File: config.mk
export PLATFORM = sky130hd
export DESIGN_NAME = mains_pps_prescaler
export DESIGN_NICKNAME = d
export VERILOG_FILES = /design/src/rtl/pps_pkg.sv /design/src/rtl/mains_edge_det.sv /design/src/rtl/pps_count_unit.sv /design/src/rtl/pps_hold_fsm.sv /design/src/rtl/mains_pps_prescaler.sv
export SDC_FILE = /design/constraint.sdc
export NUM_CORES = 1
export LEC_CHECK = 0
export BUFFER_PORTS_ARGS = -buffer_cell sky130_fd_sc_hd__buf_4
export CAP_MARGIN = 20
export CELL_PAD_IN_SITES_DETAIL_PLACEMENT = 1
export CELL_PAD_IN_SITES_GLOBAL_PLACEMENT = 1
export CORE_UTILIZATION = 39
export DETAILED_ROUTE_END_ITERATION = 7
export PLACE_DENSITY = 0.82
export SLEW_MARGIN = 20
export SYNTH_ARGS = -nofsm -noshare
export SYNTH_HDL_FRONTEND = slang
export SYNTH_HIERARCHICAL = 1
export SYNTH_SLANG_ARGS = --single-unit
File: constraint.sdc
create_clock -name clk_i -period 2.55 [get_ports clk_i]
set_clock_uncertainty 0.05 [all_clocks]
set_input_delay 0.255 -clock clk_i [delete_from_list [all_inputs] [get_ports clk_i]]
set_output_delay 0.255 -clock clk_i [all_outputs]
set_load 0.01 [all_outputs]
File: src/rtl/pps_pkg.sv
package pps_pkg;
    typedef enum logic {
        S_COUNT = 1'b0,
        S_HOLD  = 1'b1
    } pps_state_t;
endpackage

File: src/rtl/mains_edge_det.sv
module mains_edge_det #(
    parameter int SYNC_STAGES = 2
) (
    input  logic clk_i,
    input  logic mclr_i,
    input  logic mains_n_i,
    output logic fall_en_o,
    output logic rise_en_o
);
    // pipe[0..SYNC_STAGES-1] synchronise, pipe[SYNC_STAGES] keeps the previous sample
    logic [SYNC_STAGES:0] pipe;

    for (genvar g = 0; g <= SYNC_STAGES; g++) begin : g_stage
        if (g == 0) begin : g_first
            always_ff @(posedge clk_i or posedge mclr_i) begin
                if (mclr_i) pipe[g] <= 1'b0;
                else        pipe[g] <= mains_n_i;
            end
        end else begin : g_next
            always_ff @(posedge clk_i or posedge mclr_i) begin
                if (mclr_i) pipe[g] <= 1'b0;
                else        pipe[g] <= pipe[g-1];
            end
        end
    end

    always_comb begin
        fall_en_o = pipe[SYNC_STAGES] & ~pipe[SYNC_STAGES-1];
        rise_en_o = ~pipe[SYNC_STAGES] & pipe[SYNC_STAGES-1];
    end
endmodule

File: src/rtl/pps_count_unit.sv
module pps_count_unit #(
    parameter int CNT_W = 6
) (
    input  logic             clk_i,
    input  logic             mclr_i,
    input  logic             adv_i,
    input  logic             hold_i,
    input  logic [CNT_W-1:0] term_i,
    output logic [CNT_W-1:0] count_o,
    output logic             hit_o
);
    localparam int EXT_W = CNT_W + 1;

    logic [CNT_W-1:0] eff_term;
    logic [EXT_W-1:0] next_val;

    always_comb begin
        eff_term = (term_i < CNT_W'(2)) ? CNT_W'(1) : term_i;
        next_val = {1'b0, count_o} + EXT_W'(1);
        hit_o    = adv_i && (next_val >= {1'b0, eff_term});
    end

    always_ff @(posedge clk_i or posedge mclr_i) begin
        if (mclr_i)               count_o <= '0;
        else if (hold_i || hit_o) count_o <= '0;
        else if (adv_i)           count_o <= next_val[CNT_W-1:0];
    end
endmodule

File: src/rtl/pps_hold_fsm.sv
module pps_hold_fsm
    import pps_pkg::*;
(
    input  logic clk_i,
    input  logic mclr_i,
    input  logic hit_i,
    input  logic rise_i,
    output logic pps_n_o,
    output logic holding_o
);
    pps_state_t state_q, state_d;

    always_ff @(posedge clk_i or posedge mclr_i) begin
        if (mclr_i) state_q <= S_COUNT;
        else        state_q <= state_d;
    end

    always_comb begin
        state_d = state_q;
        unique case (state_q)
            S_COUNT: if (hit_i)  state_d = S_HOLD;
            S_HOLD:  if (rise_i) state_d = S_COUNT;
            default: state_d = S_COUNT;
        endcase
    end

    always_comb begin
        holding_o = (state_q == S_HOLD);
        pps_n_o   = (state_q != S_HOLD);
    end
endmodule

File: src/rtl/mains_pps_prescaler.sv
module mains_pps_prescaler #(
    parameter int CNT_W       = 6,
    parameter int SYNC_STAGES = 2
) (
    input  logic             clk_i,
    input  logic             mclr_i,
    input  logic             mains_n_i,
    input  logic [CNT_W-1:0] term_cnt_i,
    output logic [CNT_W-1:0] count_o,
    output logic             pps_n_o
);
    logic fall_en, rise_en, hit, holding, adv;

    mains_edge_det #(.SYNC_STAGES(SYNC_STAGES)) edge_i (
        .clk_i(clk_i), .mclr_i(mclr_i), .mains_n_i(mains_n_i),
        .fall_en_o(fall_en), .rise_en_o(rise_en)
    );

    assign adv = fall_en & ~holding;

    pps_count_unit #(.CNT_W(CNT_W)) cnt_i (
        .clk_i(clk_i), .mclr_i(mclr_i), .adv_i(adv), .hold_i(holding),
        .term_i(term_cnt_i), .count_o(count_o), .hit_o(hit)
    );

    pps_hold_fsm fsm_i (
        .clk_i(clk_i), .mclr_i(mclr_i), .hit_i(hit), .rise_i(rise_en),
        .pps_n_o(pps_n_o), .holding_o(holding)
    );
endmodule

After elaboration in Yosys (flattened, before gate mapping)
Index checks and enable logic that the tools add are counted.
W data, S select, Z words.

word-level totals
  word-level logic and storage cells = 23
  register bits = 10
  output and inout bits = 7

operators by class
  reduce and logical (&&, ||, !) cells = 3
  bitwise operators = 6
  muxes and demuxes = 6
  add/subtract/negate cells = 1
  order comparisons = 2

operators with widths
  kind                   count
  $mux W6                3
  $add A6 B1 Y7 const B  1
  $ge A7 B6 Y1           1
  $lt A6 B2 Y1 const B   1
  $and A1 B1 Y1          3
  $not A1 Y1             3
  $mux W1                2
  $pmux W1 S2            1
  $reduce_bool A2 Y1     1
  $logic_and A1 B1 Y1    1
  $logic_or A1 B1 Y1     1

Logic depth before layout (Yosys ltp)
Gate-level depths: netlist (run 1).

  word-level depth = 6
  mapped depth = 11
  depth with buffers taken out = 10

Cells and area by module
Netlist (run 1), hierarchy kept.

modules (own cells, without submodules)
  module               times used  cells an instance  area an instance (um2)
  pps_count_unit       1           63                 563.0
  mains_edge_det       1           6                  93.8
  pps_hold_fsm         1           5                  47.5
  mains_pps_prescaler  1           1                  13.8

Worst setup path before layout (run 1)
No wires, ideal clock.

  path kind = register to register
  start point = register cnt_i.count_o[0]
  end point = register fsm_i.state_q (netlist: fsm_i/holding_o)
  path slack = 0.430 ns
  stages on the path, launching flop included = 10
  clock period less this slack = 2.120 ns
  data arrival time = 1.950 ns
  library setup time = 0.120 ns
  data required time = 2.380 ns
  path through = dfrtp_1 ha_1 xor2_1 ha_1 a21oi_2 o21ai_2 a41oi_4 a21boi_0 nand2b_1 o21ai_2

on the way
  longest elaborated chain between the ends = 5

ends and longest elaborated chain
  element                   RTL line                   source
  start: declaration        pps_count_unit.sv:9        output logic [CNT_W-1:0] count_o,
  start signal: assignment  pps_count_unit.sv:26       else if (adv_i) count_o <= next_val[CNT_W-1:0];
  $add A6 B1 Y7             pps_count_unit.sv:19       next_val = {1'b0, count_o} + EXT_W'(1);
  $ge A7 B6 Y1              pps_count_unit.sv:20       hit_o = adv_i && (next_val >= {1'b0, eff_term});
  $logic_and A1 B1 Y1       pps_count_unit.sv:20
  net hit                   mains_pps_prescaler.sv:12  logic fall_en, rise_en, hit, holding, adv;
  $mux W1                   pps_hold_fsm.sv:21         S_COUNT: if (hit_i) state_d = S_HOLD;
  $pmux W1 S2               pps_hold_fsm.sv:20         unique case (state_q)
  net fsm_i.state_d         pps_hold_fsm.sv:11         pps_state_t state_q, state_d;
  end signal: assignment    pps_hold_fsm.sv:15         else state_q <= state_d;
  end: declaration          pps_hold_fsm.sv:11

The timed path passes the listed nets, and every way through them passes these cells.
A chain may end at the register's enable or synchronous reset.

Final worst setup path (run 1)
  start point = register cnt_i.count_o[0]
  end point = register cnt_i.count_o[1]

on the way
  longest elaborated chain between the ends = 5
  elaborated cells on any way between the ends = 7
  classes of those cells = add/sub: 1; order compare: 1; mux: 2; reduce/logical: 3

ends and longest elaborated chain
  element                                        RTL line              source
  $add A6 B1 Y7 *                                pps_count_unit.sv:19
  $ge A7 B6 Y1                                   pps_count_unit.sv:20
  $logic_and A1 B1 Y1                            pps_count_unit.sv:20
  $logic_or A1 B1 Y1                             pps_count_unit.sv:25  else if (hold_i || hit_o) count_o <= '0;
  $mux W6 or $reduce_bool A2 Y1 (tied branches)  -

Mark *: on every way between the ends. The rest lies on a longest branch, timed or not. The select of a mux whose other input is x is not followed.

==> metrics, run 1 <==
Mapped Area 718.2 um2; Max-Cap Viols 0; final WL 1659 um; Clk pin slew, worst setup/hold paths 0.06 ns; dpl hpwl 1298 um; Slew headroom 77.48%; vias 609; GP Congestion 0.7467; syn_nets 91; GRT Total Usage 20.10%; Core Box Area 1727 um2; fin crit period 2.351 ns; row count 15; post-synth top area cell dfrtp_1; drt first pass iters 4; final hold violation count 0; Initial Util 41.59%; Overflow after GRT 0; post-route setup TNS 0 ns; initial antenna violation count 0; crit share post-route 92.18%; die area 2017 um2; largest net degree at the start of global routing 14; Critical Path AT 2.49 ns; Remaining DRCs 0; PD cells 899.5 nW/um2; final net count 111; Initial DRC Count 4; Design Area, Final 889.6 um2; Pwr Total 800.2 uW; worst min path class input port to register; CTS tree built; worst setup path category register to register; Gate Count Post-Synth 75; Diodes inserted 0; post-route ant nets 0; final setup violating endpoints 0; Final Util 51.52%; Pleak 0.4277 nW; Cell variety after synth 28; share of layout cells above drive strength 1 29.03%; CP endpoint kind register; commonest non-fill, non-tap cell in the layout buf_4; CP Launch Type register; most frequent cells in the layout buf_4, dfrtp_1, inv_1, ha_1; root buf cell clkbuf_4; Max Clk Rate 0.4254 GHz; top post-synthesis cells by area dfrtp_1, ha_1, nand2b_1; Worst path slowest cell dfrtp_1; placed cell area 857.1 um2; first-pass GRT wire length 2766 um; Least-Margin Pin Slew 0.3367 ns; fill count 225; Syn Area/Cell 9.576 um2; Crit Path Max Fanout 9; run status finished clean; post-synthesis sequential area ratio 34.84%; Max clock buf depth 2; RSZ-0062 raised after global routing false; drt via density 5.161; top cell type's share of synthesized area 34.84%; CP peak stage delay 0.46 ns; crit-path cells ha_1, nand3_1, xnor2_1, ha_1, nand3_1, nand2_1, a41oi_4, nand4_1, a21oi_1; clock network latency to the later pin of the worst-skew pair 0.27 ns; vias in the first global route 611; Worst Path Required 2.69 ns; chip height 44.91 um; average routed wire per standard cell 14.06 um; flops & latches, synth 10; die width 44.91 um; clock sinks 10; setup bufs post-CTS 0; Ports 16; Worst IR Drop VDD 528.8 uV; max-slew violation count 0; CTS buffer count 3; Max H-tree Level 1; area growth from synthesis to layout 23.87%; Yosys warnings 6; Port Buf Inserts 15
## cell families after synthesis
family          share of synthesized area, %
fa+ha+maj                              12.19
compound gates                         14.98
simple gates                           26.66
xor+xnor                               4.879
buf+inv                                6.445
flops                                  34.84
## per-stage QoR
stage,instances,hold WS (ns),worst slack [ns]
after CTS,118,0.03279,0.2108
after global routing,118,0.02584,0.01221
after floorplan,75,-0.06629,0.4304
final,118,0.04091,0.1994
after global placement,114,0.06466,0.2825
after detailed placement,114,0.07418,0.2512
## cell type report
type                    instances  area (um2)  area share [%]
clock buffers                   3       22.52           2.532
inverters                       9       33.78           3.797
multi-input cells              54       421.7           47.40
flip-flops and latches         10       250.2           28.13
well taps                      25       31.28           3.516
repair buffers                 17       130.1           14.63
## worst max-delay path: cells and delay by family (launching register included)
family	cells	cell delay, ns
fa+ha+maj	2	0.61
compound gates	2	0.51
simple gates	4	0.48
flops	1	0.46
xor+xnor	1	0.16
## state kept, by name (all words and copies together) (netlist names)
register         cells
fsm_i/holding_o      1
cnt_i/count_o        6
edge_i/pipe          3
## per-layer routing
layer / track usage [%] / wire [um] / part of all wire (%)
met1: 25.38 / 751 / 45
met2: 32.65 / 823 / 50
met3: 6.000 / 66 / 4.0
met4: 7.273 / 17 / 1.0
met5: 0 / 0 / 0
## timing repair
action / CTS / global route
hold endpoints to repair: 10 / 0
hold buffers: 1 / 0
gates resized for setup: 0 / 0
## power by group
group | switching [mW] | internal, mW | total [mW]
Sequential | 0.0721 | 0.203 | 0.275
Clock | 0.0514 | 0.0544 | 0.106
Combinational | 0.215 | 0.204 | 0.420
## cells in the mapped netlist
cell       n
xor2_1     2
dfrtp_1   10
nand4_1    3
nand2b_1   6
nand2_1    3
nor3_1     1
nor2b_1    1
buf_2      1
nor2_1     1
nand3_1    6
xnor2_1    2
a41oi_4    1
nor2b_4    1
a21oi_2    1
nor2b_2    1
a31o_2     1
buf_4      1
nand3b_1   1
or2b_1     1
ha_1       7
and2b_2    1
inv_1      9
a21boi_0   1
o21ai_2    2
a21oi_1    5
and3_1     1
a31oi_1    2
nand4b_1   3
## worst paths after layout
path	start	end	slack [ns]	cells after the start
worst max-delay path	cnt_i/count_o[0]$_DFFE_PP0P_	cnt_i/count_o[1]$_DFFE_PP0P_	0.20	9
worst min-delay path	mains_n_i	edge_i/pipe[0]$_DFF_PP0_	0.04	1
worst max register to register	cnt_i/count_o[0]$_DFFE_PP0P_	cnt_i/count_o[1]$_DFFE_PP0P_	0.20	9
worst min register to register	edge_i/pipe[0]$_DFF_PP0_	edge_i/pipe[1]$_DFF_PP0_	0.30	0
max in group asynchronous	mclr_i	cnt_i/count_o[0]$_DFFE_PP0P_	1.83	3
min in group asynchronous	mclr_i	fsm_i/holding_o$_DFF_PP0_	0.35	3
Power figures use the tool's default switching activity.
==> run 2: changes to the inputs <==
--- a/config.mk
+++ b/config.mk
@@ -5,13 +5,15 @@
 export SDC_FILE = /design/constraint.sdc
 export NUM_CORES = 1
 export LEC_CHECK = 0
+export ABC_AREA = 1
 export BUFFER_PORTS_ARGS = -buffer_cell sky130_fd_sc_hd__buf_4
 export CAP_MARGIN = 20
 export CELL_PAD_IN_SITES_DETAIL_PLACEMENT = 1
 export CELL_PAD_IN_SITES_GLOBAL_PLACEMENT = 1
-export CORE_UTILIZATION = 39
+export CORE_UTILIZATION = 36
 export DETAILED_ROUTE_END_ITERATION = 7
-export PLACE_DENSITY = 0.82
+export GPL_TIMING_DRIVEN = 0
+export PLACE_DENSITY = 0.81
 export SLEW_MARGIN = 20
 export SYNTH_ARGS = -nofsm -noshare
 export SYNTH_HDL_FRONTEND = slang
==> metrics, run 2 <==
worst setup path category register to register; flops & latches, synth 10 (unchanged); Syn Area/Cell 7.244 um2 (-24%); Initial Util 40.21% (-1.4 points); Worst Path Required 2.65 ns (-0.04 ns); worst r2r src cnt_i/count_o[0]$_DFFE_PP0P_; drt first pass iters 3 (-1); chip height 46.86 um (+4.3%); Slew headroom 65.40% (-12 points); post-CTS sizing 0 (unchanged); Ports 16 (unchanged); Max Clk Rate 0.4585 GHz (+7.8%); R2R Path End fsm_i/holding_o$_DFF_PP0_; Clk pin slew, worst setup/hold paths 0.06 ns (about the same); clock sinks 10 (unchanged); most common cell in the synthesized netlist inv_1; vias in the first global route 697 (+14%); drt via density 4.646 (-10%); Hold-fix buffers, CTS 1 (unchanged); fin crit period 2.181 ns (-0.1696 ns); max-slew violation count 0 (unchanged); crit share post-route 85.53% (-6.6 points); post-route setup TNS 0 ns (unchanged); run status finished clean; fill count 253 (+12%); die width 46.86 um (+4.3%); Hold Worst Slack 0.05631 ns (+0.01541 ns); post-route ant nets 0 (unchanged); reg-to-reg slack, setup 0.37 ns (+0.17 ns); post-synth top area cell dfrtp_1; CTS tree built; Critical Path AT 2.29 ns (-0.20 ns); Cell variety after synth 16 (-43%); path depth of the worst reg2reg path 14 (+5); average routed wire per standard cell 11.88 um (-15%); dpl hpwl 1425 um (+9.8%); CP endpoint kind register; syn_nets 116 (+27%); CP Launch Type register; area growth from synthesis to layout 24.35%; Max H-tree Level 1 (unchanged); final hold violation count 0 (unchanged); commonest non-fill, non-tap cell in the layout inv_1; Pleak 0.5352 nW (+25%); Post-synth top flop dfrtp_1; final setup violating endpoints 0 (unchanged); Diodes inserted 0 (unchanged); largest register by flop count cnt_i/count_o; Max-Cap Viols 0 (unchanged); max FFs per register 6 (unchanged); final net count 137 (+23%); setup bufs post-CTS 0 (unchanged); top cell type's share of synthesized area 34.54% (-0.30 points); GRT Total Usage 19.12% (-0.98 points); Yosys warnings 6 (unchanged); root buf cell clkbuf_4; CTS buffer count 3 (unchanged); number of synthesized flops with an enable pin 0 (unchanged); most frequent cells in the layout inv_1, nand2_1, buf_4, nand3_1; Worst Hold End edge_i/pipe[0]$_DFF_PP0_; WHS Path Cells 1 (unchanged); first-pass GRT wire length 2904 um (+5.0%); die area 2196 um2 (+8.9%); largest net degree at the start of global routing 10 (-4); Crit Path Max Fanout 7 (-2); Async SR Flop Fraction 100.0% (unchanged); Worst IR Drop VDD 369.6 uV (-30%); Remaining DRCs 0 (unchanged); final WL 1711 um (+3.1%); hold path start mains_n_i; share of layout cells above drive strength 1 24.37% (-4.7 points); GP Congestion 0.7705 (+3.2%); Gate Count Post-Synth 100 (+33%); vias 669 (+9.9%); Mapped Area 724.4 um2 (+0.87%); Max clock buf depth 2 (unchanged); Least-Margin Pin Slew 0.5170 ns (+0.1803 ns); clock network latency to the later pin of the worst-skew pair 0.26 ns (about the same); Pwr Total 704.7 uW (-12%); top post-synthesis cells by area dfrtp_1, ha_1, inv_1; Initial DRC Count 1 (-3); Overflow after GRT 0 (unchanged); row count 15 (unchanged); CP Launch Point cnt_i/count_o[0]$_DFFE_PP0P_; PD cells 782.3 nW/um2 (-13%); worst min path class input port to register; RSZ-0062 raised after global routing false; post-synthesis sequential area ratio 34.54% (-0.30 points); Port Buf Inserts 15 (unchanged); Core Box Area 1802 um2 (+4.3%); initial antenna violation count 0 (unchanged); Post-synth top cells inv_1, nand2_1, nand3_1, dfrtp_1, nor2_1
==> run 2: cell types whose count changed in the layout (fill, tap and decap cells not counted), moves of 4 or more <==
cell / before / now
a21oi_1: 5 / 1
inv_1: 9 / 23
nand2_1: 3 / 21
nand2_2: 0 / 4
nand2b_1: 6 / 0
nand3_1: 6 / 12
nor2_1: 1 / 10
==> run 2: worst max path at each step <==
| stage | to | slack (ns) | cells after the start |
|---|---|---|---|
| after floorplan | fsm_i/holding_o$_DFF_PP0_ | 0.59 | 14 |
| after global placement | fsm_i/holding_o$_DFF_PP0_ | 0.47 | 14 |
| after detailed placement | fsm_i/holding_o$_DFF_PP0_ | 0.34 | 14 |
| after CTS | fsm_i/holding_o$_DFF_PP0_ | 0.32 | 14 |
| after global routing | fsm_i/holding_o$_DFF_PP0_ | 0.23 | 14 |
| final | fsm_i/holding_o$_DFF_PP0_ | 0.37 | 14 |
==> run 2: power by group <==
group	internal, mW	leakage [nW]	switching, mW	total (mW)
Clock	0.0542	0.0138	0.0473	0.101
Sequential	0.195	0.128	0.0565	0.251
Combinational	0.157	0.393	0.196	0.352
Total	0.405	0.535	0.299	0.705
==> run 2: cell families (layout without fill, tap and decap cells) <==
group,Yosys count,after routing,synth area share (%)
AOI/OAI and AO/OA,3,3,3.454
and+or+nand+nor,52,52,32.64
xor gates and xnor gates,4,4,4.837
adders and majority gates,7,7,12.09
DFF,10,10,34.54
buffers and inverters,24,43,12.43
==> run 2: critical path: stages, from the launching register on <==
cell and delay (ns):
dfrtp_1 0.44, ha_1 0.27, nand3_1 0.13, xor2_1 0.23, ha_1 0.28, nand2_1 0.07, nand2_1 0.05, nand2_1 0.05
nand2_1 0.05, nor2_1 0.12, nand2_2 0.08, nand2_4 0.10, inv_1 0.06, nand2_2 0.06, nand2_2 0.04
==> run 2: per-layer routing <==
metal	track usage (%)	up-vias	routed length, um
li1	-	339	-
met1	19.29	314	696
met2	37.22	12	944
met3	3.846	4	41
met4	8.571	0	29
met5	0	-	0
==> run 2: layout make-up <==
type	instances	area, um2	share of cell area, %
repair buffers	16	122.6	13.61
flip-flops and latches	10	250.2	27.78
multi-input cells	66	384.1	42.64
clock buffers	3	22.52	2.500
inverters	24	90.09	10.00
well taps	25	31.28	3.472
==> run 2: through the flow <==
step / std cells / util, % / cell area (um2) / setup WS, ns
2_1_floorplan: 100 / - / 724.4 / 0.5908
3_3_place_gp: 140 / 48.19 / 868.3 / 0.4731
3_5_place_dp: 140 / 48.19 / 868.3 / 0.3365
4_1_cts: 144 / 50.00 / 900.9 / 0.3189
5_1_grt: 144 / 50.00 / 900.9 / 0.2255
6_report: 144 / 50.00 / 900.9 / 0.3690
